`src/rtl/fault_stat_pkg.sv`:
```
package fault_stat_pkg;
   typedef enum logic {
      VIEW_LIVE  = 1'b0,
      VIEW_LATCH = 1'b1
   } view_e;

   localparam int unsigned DEF_N_FLT  = 4;
   localparam int unsigned DEF_REG_W  = 16;
   localparam int unsigned DEF_STAGES = 2;
endpackage

```
`src/rtl/fault_sync.sv`:
```
module fault_sync #(
   parameter int unsigned W      = 4,
   parameter int unsigned STAGES = 2
) (
   input  logic         clk,
   input  logic         rst_n,
   input  logic [W-1:0] d_in,
   output logic [W-1:0] d_out
);
   localparam int unsigned LAST = STAGES - 1;

   logic [W-1:0] stg [STAGES];

   if (STAGES < 2) begin : g_bad_stages
      $error("fault_sync: STAGES must be at least 2");
   end

   always_ff @(posedge clk or negedge rst_n) begin
      if (!rst_n) stg[0] <= '0;
      else        stg[0] <= d_in;
   end

   for (genvar s = 1; s < STAGES; s++) begin : g_stage
      always_ff @(posedge clk or negedge rst_n) begin
         if (!rst_n) stg[s] <= '0;
         else        stg[s] <= stg[s-1];
      end


      stage_shift_chk: assert property (@(posedge clk) disable iff (!rst_n)
         1'b1 |=> (stg[s] == $past(stg[s-1])));
   end

   assign d_out = stg[LAST];
endmodule

```
`src/rtl/fault_sense.sv`:
```
module fault_sense #(
   parameter int unsigned W = 4
) (
   input  logic [W-1:0] lvl,
   input  logic [W-1:0] pol,
   output logic [W-1:0] act
);
   for (genvar i = 0; i < W; i++) begin : g_bit
      always_comb begin
         act[i] = pol[i] ? ~lvl[i] : lvl[i];
      end
   end
endmodule

```
`src/rtl/fault_sticky.sv`:
```
module fault_sticky #(
   parameter int unsigned W = 4
) (
   input  logic         clk,
   input  logic         rst_n,
   input  logic [W-1:0] act,
   input  logic [W-1:0] clr,
   output logic [W-1:0] held
);
   for (genvar i = 0; i < W; i++) begin : g_bit
      always_ff @(posedge clk or negedge rst_n) begin
         if (!rst_n)      held[i] <= 1'b0;
         else if (act[i]) held[i] <= 1'b1;
         else if (clr[i]) held[i] <= 1'b0;
      end
   end


   capture_set_chk: assert property (@(posedge clk) disable iff (!rst_n)
      1'b1 |=> ((held & $past(act)) == $past(act)));


   clear_apply_chk: assert property (@(posedge clk) disable iff (!rst_n)
      1'b1 |=> ((held & $past(clr & ~act)) == '0));


   rise_cause_chk: assert property (@(posedge clk) disable iff (!rst_n)
      1'b1 |=> ((held & ~$past(held) & ~$past(act)) == '0));
endmodule

```
`src/rtl/fault_status_reg.sv`:
```
module fault_status_reg
   import fault_stat_pkg::*;
#(
   parameter int unsigned N_FLT  = DEF_N_FLT,
   parameter int unsigned REG_W  = DEF_REG_W,
   parameter int unsigned STAGES = DEF_STAGES
) (
   input  logic             clk,
   input  logic             rst_n,
   input  logic [N_FLT-1:0] flt_raw,
   input  logic [N_FLT-1:0] flt_pol,
   input  logic             view_latch,
   input  logic             ext_en,
   input  logic             wr_en,
   input  logic [REG_W-1:0] wr_data,
   output logic [REG_W-1:0] rd_data
);
   localparam int unsigned RSV_W = REG_W - N_FLT;

   if (N_FLT < 1 || N_FLT >= REG_W) begin : g_bad_width
      $error("fault_status_reg: need 1 <= N_FLT < REG_W");
   end

   view_e            view;
   logic [N_FLT-1:0] lvl_sync;
   logic [N_FLT-1:0] act;
   logic [N_FLT-1:0] clr;
   logic [N_FLT-1:0] held;
   logic [N_FLT-1:0] shown;
   logic             wr_ok;

   assign view = view_e'(view_latch);

   fault_sync #(.W(N_FLT), .STAGES(STAGES)) u_sync (
      .clk   (clk),
      .rst_n (rst_n),
      .d_in  (flt_raw),
      .d_out (lvl_sync)
   );

   fault_sense #(.W(N_FLT)) u_sense (
      .lvl (lvl_sync),
      .pol (flt_pol),
      .act (act)
   );

   always_comb begin
      wr_ok = wr_en && ext_en && (view == VIEW_LATCH);
      clr   = wr_ok ? wr_data[N_FLT-1:0] : '0;
   end

   fault_sticky #(.W(N_FLT)) u_sticky (
      .clk   (clk),
      .rst_n (rst_n),
      .act   (act),
      .clr   (clr),
      .held  (held)
   );

   always_comb begin
      unique case (view)
         VIEW_LATCH: shown = held;
         default:    shown = act;
      endcase
   end

   assign rd_data = {{RSV_W{1'b0}}, shown};


   write_gate_chk: assert property (@(posedge clk) disable iff (!rst_n)
      !(wr_en && ext_en && view_latch) |=> ((~held & $past(held)) == '0));


   view_entry_chk: assert property (@(posedge clk) disable iff (!rst_n)
      ($rose(view_latch) && $stable(held)) |-> (rd_data[N_FLT-1:0] == $past(held)));
endmodule

```
`config.mk`:
```
export PLATFORM = sky130hd
export DESIGN_NAME = fault_status_reg
export DESIGN_NICKNAME = d
export VERILOG_FILES = /design/src/rtl/fault_stat_pkg.sv /design/src/rtl/fault_sync.sv /design/src/rtl/fault_sense.sv /design/src/rtl/fault_sticky.sv /design/src/rtl/fault_status_reg.sv
export SDC_FILE = /design/constraint.sdc
export NUM_CORES = 1
export LEC_CHECK = 0
export ABC_AREA = 1
export BUFFER_PORTS_ARGS = -buffer_cell sky130_fd_sc_hd__buf_4
export CAP_MARGIN = 20
export CORE_AREA = 2 2 41 43
export CTS_CLUSTER_SIZE = 8
export DETAILED_ROUTE_END_ITERATION = 10
export DIE_AREA = 0 0 43 45
export PLACE_DENSITY_LB_ADDON = 0.25
export SYNTH_ARGS = -nofsm -noshare
export SYNTH_HDL_FRONTEND = slang
export SYNTH_SLANG_ARGS = --single-unit
```
`constraint.sdc`:
```
create_clock -name clk -period 1.2 [get_ports clk]
set_input_delay 0.06 -clock clk [delete_from_list [all_inputs] [get_ports clk]]
set_output_delay 0.06 -clock clk [all_outputs]
set_load 0.005 [all_outputs]
```
Word-level counts from Yosys, hierarchy flattened. Cells that the tools add are included.

Multiplexer cells: 14. Reduce and logical (&&, ||, !) cells: 6. Bitwise operators: 4.

Operators by type and width (count): $mux 1 (12); $mux 4 (2); $reduce_bool 2->1 (4); $not 1->1 (4); $logic_and 1x1->1 (2).

Output and inout bits: 16. Register bits: 12. Bits of input ports: 29. Logic and storage cells: 30.

Depth between registers and ports, before layout.
Word-level depth: 5. Mapped depth: 4. Gate-level depth less buffers: 3.

Modules after synthesis. Synthesis repeated with hierarchy kept, for this count alone.

Cell total of the unflattened synthesis: 87. Area, all modules: 668.1 sq um.

Modules (own cells, without submodules): fault_sync (cells an instance 12, seq. area each 200.2 sq um, area an instance 230.2 sq um, instances 1); fault_status_reg (cells an instance 35, seq. area each 0.0 sq um, area an instance 202.7 sq um, instances 1); fault_sticky (cells an instance 20, seq. area each 100.1 sq um, area an instance 160.2 sq um, instances 1); fault_sense (cells an instance 20, seq. area each 0.0 sq um, area an instance 75.1 sq um, instances 1).

Worst setup path after synthesis. OpenSTA, ideal clock, no wires.

Path kind: register to register. Start: register u_sync.stg (netlist bit u_sync.d_out[0]). End: register u_sticky.held[0]. Stages on the path, launching flop included: 4. Data arrival time: 0.653 ns. Path slack: 0.430 ns. Required time: 1.084 ns. Clock period less this slack: 0.770 ns. Setup time: 0.116 ns. Buffers on the path: 0. Path through: dfrtp_1 > or2_1 > nand2_1 > nand2_1.

Longest elaborated chain between the ends: 3. Elaborated cells between the ends (all ways): 4. Classes of those cells: mux (2); bitwise (1); reduce/logical (1).

Ends and longest elaborated chain: start: declaration (line fault_sync.sv:12) `logic [W-1:0] stg [STAGES];`; start signal: indexed assignment (line fault_sync.sv:26) `else stg[s] <= stg[s-1];`; $not 1->1 (line fault_sense.sv:10) `act[i] = pol[i] ? ~lvl[i] : lvl[i];`; $mux 1 (*) (line fault_sense.sv:10); $mux 1 / $reduce_bool 2->1 (equally long branches); end signal: indexed assignment (line fault_sticky.sv:12) `if (!rst_n) held[i] <= 1'b0;`; end signal: indexed assignment (line fault_sticky.sv:13) `else if (act[i]) held[i] <= 1'b1;`; end signal: indexed assignment (line fault_sticky.sv:14) `else if (clr[i]) held[i] <= 1'b0;`; end: declaration (line fault_sticky.sv:8) `output logic [W-1:0] held`.

Every way passes the cells marked *; elsewhere a longest branch is shown, timed or not. A chain may end at the register's enable or synchronous reset.

Worst setup path in the final report.
Start: register u_sync.stg (netlist bit u_sync.d_out[0]). End: output port rd_data[0].

Longest elaborated chain between the ends: 3.

Ends and longest elaborated chain: $not 1->1 (line fault_sense.sv:10); $mux 1 (*) (line fault_sense.sv:10); $mux 4 (*) (line fault_status_reg.sv:61) `unique case (view)`; end: declaration (line fault_status_reg.sv:16) `output logic [REG_W-1:0] rd_data`.

Marks and branches as above.

==> impl_metrics.yaml <==
status:
  status: "complete, no violations"
logic_synthesis:
  synth_edf_count: 0
  synth_top_flop_cell: "dfrtp_1"
  syn_area_um2: 567
  avgSynthCellArea_um2: 9.00
  synth_top_area_cell: "dfrtp_1"
  async_reset_ff_share_pct: 100
  synth_area_leaders: "dfrtp_1, buf_4, nand2_1"
  yosysWarnings: 0
  yosys.area.top_type_share_pct: 53.0
  synth.most_common_cell: "nand2_1"
  yosys-top-cells-count: "nand2_1, buf_4, dfrtp_1"
  synthCells: 63
  yosysSeqAreaShare_pct: 53.0
  ys_seq_elements: 12
  synth.distinct_cells: 8
place:
  io_buffers: 20
  dpl.hpwl_um: 741
  gp_congestion: 0.697
  placed_area_um2: 681
timing:
  fin_crit_ns: 1.15
  setup_tns_ns: 0
  whs_ns: 0.0733
  final_max_slew_viol_count: 0
  clock.fmax_mhz: 867
  setup_violations: 0
  period_share_pct: 96.1
  final.setup_skew_ns: 0.000182
  hold_violations: 0
  rsz0062_at_grt: "true"
route:
  vias: 452
  postRouteAntennaNets: 0
  via_per_inst: 4.30
  drt_pre_antenna_iters: 2
  detail_route.wl_per_cell_um: 8.96
  drc_errors: 0
  drt_wl_total_um: 941
  first_iter_violations: 5
critical_path:
  rr_endpoint: "u_sticky.held[2]"
  startpoint_type: "register"
  cp.arrival_ns: 1.09
  cp_data_required_time_ns: 1.14
  crit_fanout: 2
  reg2reg_setup_slack_ns: 0.39
  critPathKind: "register to output pin"
  path_cells: "or2_1, nand3_1, nand2_1, buf_6"
  critical-path-max-stage-delay_ns: 0.37
  end_kind: "output pin"
  r2r-start: "u_sync.d_out[2]"
  reg2reg_depth: 3
  crit_slowest_cell: "dfrtp_1"
grt:
  overflow: 0
  grt_first_pass_wirelength_mm: 1.66
  grt_max_degree: 13
  grt_use_total_pct: 11.9
  antenna_found_initial: 0
  grt_pass1_vias: 415
clock_tree:
  cts_sinks: 12
  tritoncts: "yes"
  cts_buffers: 3
  clockRootBuffer: "clkbuf_4"
  h-tree-depth: 1
  clkLatencyLatePin_ns: 0.26
  cts_buffer_depth: 2
  path_clk_slew_ns: 0.07
power_and_ir_drop:
  p_switching_mw: 0.182
  power_leakage_nw: 0.410
  p_int_mw: 0.617
  ir_drop_v: 0.000442
  p_sw_share_pct: 22.8
  p_seq_share_pct: 53.6
  powerDensity_mw_per_mm2: 1040
  clkPwrFrac_pct: 28.8
  pwr-share-comb_pct: 17.6
hold_path:
  hold_end: "u_sticky.held[0]"
  hold_path_startpoint: "flt_pol[0]"
  whs_path_depth: 4
  hold_path.class: "input port to register"
die:
  num_rows: 14
  die_w_um: 43
  ios: 45
  start_util_pct: 38.5
  die_h_um: 45
  core-area_mm2: 0.00147
  dieArea_mm2: 0.00194
cells_and_area:
  finalInstanceArea_um2: 764
  drive_above_1_share_pct: 27.0
  antenna_cells: 0
  area_growth_pct: 34.9
  final_nets: 120
run:
  max_cap_violations: 0
-- through the flow --
step	utilization, %	setup slack [ns]	std cells	total power, mW
global placement	46.3	0.333	97	0.554
global route	52.0	-0.0426	105	0.858
detailed placement	46.3	0.321	97	0.558
finish	52.0	0.0467	105	0.799
CTS	51.2	0.0228	105	0.809
floorplan	-	0.430	74	0.513
-- cell families (layout without fill, tap and decap cells) --
| group | Yosys count | count (layout) | synth area share, % |
|---|---|---|---|
| DFF | 12 | 12 | 53.0 |
| and+or+nand+nor | 36 | 36 | 28.3 |
| buffers and inverters | 14 | 29 | 18.1 |
| other | 1 | 12 | 0.662 |
-- power by group through the flow --
stage / clock network [mW] / registers (mW) / logic, mW
2_1_floorplan: 0 / 0.435 / 0.0782
3_3_place_gp: 0 / 0.435 / 0.118
6_report: 0.230 / 0.428 / 0.140
4_1_cts: 0.246 / 0.428 / 0.135
5_1_grt: 0.267 / 0.431 / 0.160
3_5_place_dp: 0 / 0.436 / 0.122
-- layout make-up --
| type | instances | area [um2] |
|---|---|---|
| Clock buffer | 3 | 22.5 |
| Multi-Input combinational cell | 48 | 205 |
| Timing Repair Buffer | 25 | 211 |
| Tap cell | 16 | 20.0 |
| Fill cell | 154 | 707 |
| Inverter | 1 | 5.00 |
| Sequential cell | 12 | 300 |
-- registers in the layout, indices dropped and copies added, names as in the netlist --
name and flops:
u_sticky.held 4, u_sync.d_out 4, u_sync.stg 4
-- per-layer routing --
metal  vias to the layer above  part of all wire [%]  track usage [%]
met2                        20                    52             19.4
li1                        229                     -                -
met3                         0                    10             3.60
met4                         0                     0             7.27
met1                       203                    38             13.8
met5                         -                     0                0
-- worst max path at each step --
stage	from	endpoint	slack (ns)	depth (start not counted)
floorplan	u_sync.d_out[0]	u_sticky.held[0]	0.43	3
global placement	u_sync.d_out[3]	rd_data[3]	0.33	4
detailed placement	u_sync.d_out[3]	rd_data[3]	0.32	4
CTS	u_sync.d_out[3]	rd_data[3]	0.02	4
global route	u_sync.d_out[1]	rd_data[1]	-0.04	4
finish	u_sync.d_out[0]	rd_data[0]	0.05	4
-- worst max-delay path: cells and delay by family (launching register included) --
| kind | cells | cell delay, ns |
|---|---|---|
| flip-flops | 1 | 0.37 |
| buffers and inverters | 1 | 0.11 |
| AND/OR/NAND/NOR | 3 | 0.35 |
-- layout by cell type, fill, tap and decap left out, drive strengths merged --
| master | synthesis | routed |
|---|---|---|
| nand4 | 4 | 4 |
| or2 | 4 | 4 |
| dfrtp | 12 | 12 |
| buf | 13 | 20 |
| nand2 | 24 | 24 |
| nand3 | 4 | 4 |
| clkbuf | 0 | 3 |
| clkinv | 1 | 1 |
| conb | 1 | 12 |
| dlygate4sd3 | 0 | 5 |
-- what timing repair did --
item / in CTS / in global routing
hold endpoints to repair: 16 / 0
hold buffers: 5 / 0
resized for setup: 0 / 3
endpoints found under the setup margin: 0 / 4
buffers inserted: 0 / 0
Power figures use the tool's default switching activity.
